## src/rtl/nirq_pkg.sv

```systemverilog
package nirq_pkg;
  localparam int unsigned LINES_DEF = 8;

  typedef enum logic [1:0] {
    FOP_HOLD = 2'd0,
    FOP_BUMP = 2'd1,
    FOP_LOAD = 2'd2
  } fence_op_e;
endpackage

```

## src/rtl/irq_latch_bank.sv

```systemverilog
module irq_latch_bank #(
  parameter int unsigned N = 8
) (
  input  logic         clk,
  input  logic         rst_n,
  input  logic [N-1:0] req_i,
  input  logic [N-1:0] clr_i,
  output logic [N-1:0] pend_o
);
  logic [N-1:0] req_q;
  logic [N-1:0] rise;

  for (genvar g = 0; g < N; g++) begin : g_line
    assign rise[g] = req_i[g] & ~req_q[g];
    always_ff @(posedge clk) begin
      if (!rst_n) begin
        req_q[g]  <= 1'b0;
        pend_o[g] <= 1'b0;
      end else begin
        req_q[g]  <= req_i[g];
        pend_o[g] <= (pend_o[g] & ~clr_i[g]) | rise[g];
      end
    end
  end


  edge_sets_chk: assert property (@(posedge clk) disable iff (!rst_n)
    1'b1 |=> ((pend_o & $past(rise)) == $past(rise)));


  clear_drops_chk: assert property (@(posedge clk) disable iff (!rst_n)
    1'b1 |=> ((pend_o & $past(clr_i & ~rise)) == '0));
endmodule

```

## src/rtl/irq_prio_enc.sv

```systemverilog
module irq_prio_enc #(
  parameter int unsigned N = 8,
  parameter int unsigned W = 3
) (
  input  logic [N-1:0] act_i,
  output logic         any_o,
  output logic [W-1:0] idx_o
);
  always_comb begin
    any_o = 1'b0;
    idx_o = '0;
    for (int i = 0; i < N; i++) begin
      if (act_i[i]) begin
        any_o = 1'b1;
        idx_o = W'(i);
      end
    end
  end
endmodule

```

## src/rtl/irq_fence_unit.sv

```systemverilog
module irq_fence_unit
  import nirq_pkg::*;
#(
  parameter int unsigned W  = 3,
  parameter int unsigned FW = W + 1
) (
  input  logic          clk,
  input  logic          rst_n,
  input  fence_op_e     op_i,
  input  logic [FW-1:0] wdata_i,
  input  logic [W-1:0]  idx_i,
  input  logic          any_i,
  output logic [FW-1:0] fence_o,
  output logic          pass_o
);
  logic [FW-1:0] idx_ext;
  logic [FW-1:0] idx_next;

  assign idx_ext  = {1'b0, idx_i};
  assign idx_next = idx_ext + FW'(1);
  assign pass_o   = any_i && (idx_ext >= fence_o);

  always_ff @(posedge clk) begin
    if (!rst_n) begin
      fence_o <= '0;
    end else begin
      unique case (op_i)
        FOP_LOAD: fence_o <= wdata_i;
        FOP_BUMP: fence_o <= idx_next;
        default:  fence_o <= fence_o;
      endcase
    end
  end


  fence_bump_chk: assert property (@(posedge clk) disable iff (!rst_n)
    (op_i == FOP_BUMP) |=> (fence_o == $past(idx_ext) + FW'(1)));


  fence_load_chk: assert property (@(posedge clk) disable iff (!rst_n)
    (op_i == FOP_LOAD) |=> (fence_o == $past(wdata_i)));
endmodule

```

## src/rtl/nest_irq_ctrl.sv

```systemverilog
module nest_irq_ctrl
  import nirq_pkg::*;
#(
  parameter int unsigned NUM_LINES = LINES_DEF,
  localparam int unsigned IDX_W    = $clog2(NUM_LINES),
  localparam int unsigned FENCE_W  = IDX_W + 1
) (
  input  logic                 clk,
  input  logic                 rst_n,
  input  logic [NUM_LINES-1:0] irq_in,
  input  logic                 mask_wr,
  input  logic [NUM_LINES-1:0] mask_wdata,
  output logic [NUM_LINES-1:0] mask_rd,
  input  logic                 fence_wr,
  input  logic                 fence_inc,
  input  logic [FENCE_W-1:0]   fence_wdata,
  output logic [FENCE_W-1:0]   fence_rd,
  input  logic                 cap_stb,
  input  logic                 clr_stb,
  input  logic                 clr_bus_stb,
  input  logic [NUM_LINES-1:0] clr_bus,
  output logic                 cond_n,
  output logic                 vec_valid,
  output logic [IDX_W-1:0]     vec_idx
);
  logic [NUM_LINES-1:0] pend;
  logic [NUM_LINES-1:0] mask_q;
  logic [NUM_LINES-1:0] act;
  logic [NUM_LINES-1:0] clr_dec;
  logic [NUM_LINES-1:0] clr_all;
  logic [IDX_W-1:0]     svc_q;
  logic [IDX_W-1:0]     enc_idx;
  logic                 enc_any;
  logic                 pass;
  fence_op_e            fop;

  // mask register
  always_ff @(posedge clk) begin
    if (!rst_n)       mask_q <= '1;
    else if (mask_wr) mask_q <= mask_wdata;
  end
  assign mask_rd = mask_q;

  // serviced-index store
  always_ff @(posedge clk) begin
    if (!rst_n)       svc_q <= '0;
    else if (cap_stb) svc_q <= enc_idx;
  end

  // enabled clear decoder
  for (genvar g = 0; g < NUM_LINES; g++) begin : g_dec
    assign clr_dec[g] = clr_stb && (svc_q == IDX_W'(g));
  end
  assign clr_all = clr_dec | (clr_bus_stb ? clr_bus : '0);

  irq_latch_bank #(.N(NUM_LINES)) u_bank (
    .clk    (clk),
    .rst_n  (rst_n),
    .req_i  (irq_in),
    .clr_i  (clr_all),
    .pend_o (pend)
  );

  assign act = pend & mask_q;

  irq_prio_enc #(.N(NUM_LINES), .W(IDX_W)) u_enc (
    .act_i (act),
    .any_o (enc_any),
    .idx_o (enc_idx)
  );

  always_comb begin
    if (fence_wr)       fop = FOP_LOAD;
    else if (fence_inc) fop = FOP_BUMP;
    else                fop = FOP_HOLD;
  end

  irq_fence_unit #(.W(IDX_W), .FW(FENCE_W)) u_fence (
    .clk     (clk),
    .rst_n   (rst_n),
    .op_i    (fop),
    .wdata_i (fence_wdata),
    .idx_i   (enc_idx),
    .any_i   (enc_any),
    .fence_o (fence_rd),
    .pass_o  (pass)
  );

  assign cond_n    = ~pass;
  assign vec_valid = pass;
  assign vec_idx   = pass ? enc_idx : '0;


  enc_top_chk: assert property (@(posedge clk) disable iff (!rst_n)
    enc_any |-> ((act >> enc_idx) == NUM_LINES'(1)));


  fence_gate_chk: assert property (@(posedge clk) disable iff (!rst_n)
    !cond_n |-> (fence_rd <= {1'b0, vec_idx}));


  idle_zero_chk: assert property (@(posedge clk) disable iff (!rst_n)
    !vec_valid |-> (vec_idx == '0));


  masked_quiet_chk: assert property (@(posedge clk) disable iff (!rst_n)
    (act == '0) |-> cond_n);


  dec_clear_chk: assert property (@(posedge clk) disable iff (!rst_n)
    (clr_stb && !(irq_in[svc_q] && !$past(irq_in[svc_q]))) |=> !pend[$past(svc_q)]);
endmodule

```

## config.mk

```make
export PLATFORM = sky130hd
export DESIGN_NAME = nest_irq_ctrl
export DESIGN_NICKNAME = d
export VERILOG_FILES = /design/src/rtl/nirq_pkg.sv /design/src/rtl/irq_latch_bank.sv /design/src/rtl/irq_prio_enc.sv /design/src/rtl/irq_fence_unit.sv /design/src/rtl/nest_irq_ctrl.sv
export SDC_FILE = /design/constraint.sdc
export NUM_CORES = 1
export LEC_CHECK = 0
export BUFFER_PORTS_ARGS = -buffer_cell sky130_fd_sc_hd__buf_2
export CAP_MARGIN = 20
export CORE_ASPECT_RATIO = 1.5
export CORE_UTILIZATION = 50
export DETAILED_ROUTE_END_ITERATION = 8
export PLACE_DENSITY = 0.9
export SLEW_MARGIN = 15
export SYNTH_ARGS = -nofsm -noshare
export SYNTH_HDL_FRONTEND = slang
export SYNTH_SLANG_ARGS = --single-unit
```

## constraint.sdc

```tcl
create_clock -name clk -period 3.4 [get_ports clk]
set_input_delay 0.17 -clock clk [delete_from_list [all_inputs] [get_ports clk]]
set_output_delay 0.17 -clock clk [all_outputs]
set_load 0.02 [all_outputs]
```

==> metrics.txt <==
Worst-Margin Slew=0.5552 ns; Storage cell area=620.6 sq um; Startpoint Class=register; max-slew violations=0; post_cts resized=0; share of layout cells above drive strength 1=0.2830; minimum clock period=2.884 ns; # rows=22; Root Driver=clkbuf_4; Fill cells=229; Syn Nets=198; cts bufs inserted=5; worst skew pair latency=0.34 ns; Clock Pin Slew Worst Setup and Hold Paths=0.09 ns; Slew HR=0.6265; PnR Total Power=862.5 uW; slowest CP cell=a21boi_0; wire per inst=12.83 um; antenna violations before repair=0; largest net degree at the start of global routing=29; CP cell instances=a32oi_1, a21boi_0, ha_1, nand2b_1, a21o_1, a21oi_1, or2_1, buf_2; number of global-route vias before repair=1309; slowest stage delay, CP=0.49 ns; unrepaired setup endpoints after global routing=no; Residual DRC=0; Sink Count=31; Die Ht=66.00 um; post-CTS setup buffers=0; area of the multi-input gates=663.1 sq um; H-tree depth=2; Yosys warning total=0; status=complete, no violations; leak pwr=0.0008525 uW; mapped cell area=1365 sq um; core area=2505 sq um; first-pass GRT wire length=5.388 mm; post-synthesis sequential area ratio=0.4546; Final HPWL DP=2.490 mm; critical path arrival=2.71 ns; CP delay by family, top=compound AO/OA/AOI/OAI gates; vias=1293; min-delay worst type=primary input to register; io pins=53; Nets=251; WS Path Type=register to primary output; CP required=3.23 ns; Initial Util=0.5450; antenna cells=0; overall global routing resource usage=0.2542; Netlist cell types=33; die area=2947 sq um; Max Clock Skew=0.01029 ns; fmax=346.7 MHz; synthesis-to-finish area growth=25.30%; CTS tree=built; clk buf depth=2; Final ANT Viol Nets=0; Final setup violation count=0; global route total overflow=0; part of the cycle the worst path needs=0.8483; Vias/cell=5.214; cts hold-fix bufs=0; worst vdd ir=404.1 uV; Final Wtd Congestion=0.8817; synthesized instance count=158; Initial DRC Count=50; Max FO, Critical Path=5; # Max-Cap Violations=0; Power Density=504.3 nW/um^2; Setup TNS=0 ns; routed wire length=3.183 mm; I/O Buffers=52; FF+latch count, synth=31; CP Capture Type=primary output; Die X=44.66 um; Mean Syn Cell Area=8.640 sq um; Worst Path Buf+Inv=1; Final Hold Violating Endpoints=0; drt first pass iters=5
metal layers:
metal	up-vias	GRT usage	share of wire
met5	-	0	0
met4	0	0.09848	0.013
met3	5	0.08743	0.046
met2	43	0.4669	0.55
met1	590	0.2504	0.40
li1	655	-	-
worst register-to-register path: stages, from the launching register on:
cell,delay (ns)
dfxtp_1,0.48
a32oi_1,0.12
a21boi_0,0.49
inv_1,0.09
ha_1,0.32
mux2i_1,0.15
nor2_1,0.05
a21oi_1,0.11
nor2_1,0.05
layout make-up:
cell class	instances	share of cell area
inverter	14	0.03072
timing repair buffer	52	0.1522
tap	36	0.02634
sequential	31	0.3628
clock buffer	8	0.04023
multi-input combinational	107	0.3877
power by group:
part	total, uW	switching [uW]	leakage (uW)	internal (uW)
registers	415	24.5	0.000258	390
clock network	242	120	0.0000386	121
logic	206	120	0.000556	85.8
cell usage after synthesis (all sizes together):
cell type,instances,share of area
a41o,1,0.0073
nor2b,1,0.0046
o21ai,7,0.026
inv,14,0.038
clkbuf,2,0.0055
xor2,1,0.0064
a32oi,1,0.0064
a22oi,1,0.0055
ha,4,0.037
buf,4,0.016
dfxtp,31,0.45
o2111ai,6,0.038
and2,1,0.0046
o211ai,1,0.0055
nor3,6,0.022
a21boi,1,0.0055
a21o,1,0.0055
nand3b,1,0.0055
nand3,3,0.011
a221oi,2,0.026
nor2,7,0.019
o311a,1,0.0073
nand2b,6,0.028
a21oi,7,0.026
nand2,32,0.088
or2,1,0.0046
a211oi,2,0.011
mux2i,9,0.066
a22o,1,0.0064
o22ai,3,0.014
placed cells by master, fill, tap and decap left out, types with 3 or more instances in the layout:
master	Yosys	routed
a21oi_1	7	7
buf_2	2	52
clkbuf_4	0	5
dfxtp_1	31	31
ha_1	4	4
inv_1	14	14
mux2i_1	9	9
nand2_1	32	32
nand2b_1	6	6
nand3_1	3	3
nor2_1	7	7
nor3_1	6	6
o2111ai_1	6	6
o21ai_0	7	7
o22ai_1	3	3
sequential cells by signal, indices dropped and copies added (netlist names):
name and flops:
u_bank.req_q 8, u_bank.pend_o 8, mask_rd 8, svc_q 3, u_fence.fence_o 4
worst paths after layout:
| check | start | end | slack (ns) | cells after the start |
|---|---|---|---|---|
| max | mask_rd[6] | cond_n | 0.52 | 8 |
| min | irq_in[1] | u_bank.req_q[1] | 0.03 | 3 |
| max reg2reg | mask_rd[6] | u_fence.fence_o[1] | 1.43 | 8 |
| min reg2reg | u_bank.req_q[2] | u_bank.pend_o[2] | 0.42 | 1 |
per-stage QoR:
step | cell area (sq um) | setup slack, ns | hold WS (ns) | util | std cells
4_1_cts | 1710 | 0.5284 | 0.01189 | 0.6828 | 248
5_1_grt | 1710 | 0.2148 | 0.02627 | 0.6828 | 248
3_5_place_dp | 1642 | 0.9114 | 0.3680 | 0.6553 | 240
2_1_floorplan | 1365 | 1.087 | 0.2604 | - | 158
3_3_place_gp | 1642 | 1.009 | 0.3671 | 0.6553 | 240
6_report | 1710 | 0.5157 | 0.02975 | 0.6828 | 248
cells by family after synthesis:
logic type	after synthesis	synth area share
DFF	31	0.4546
muxes	9	0.06600
buffers and inverters	20	0.05958
and+or+nand+nor	58	0.1870
xor gates and xnor gates	1	0.006417
adders and majority gates	4	0.03667
AOI/OAI and AO/OA	35	0.1897
No activity file was read; power rests on OpenSTA's default activity.
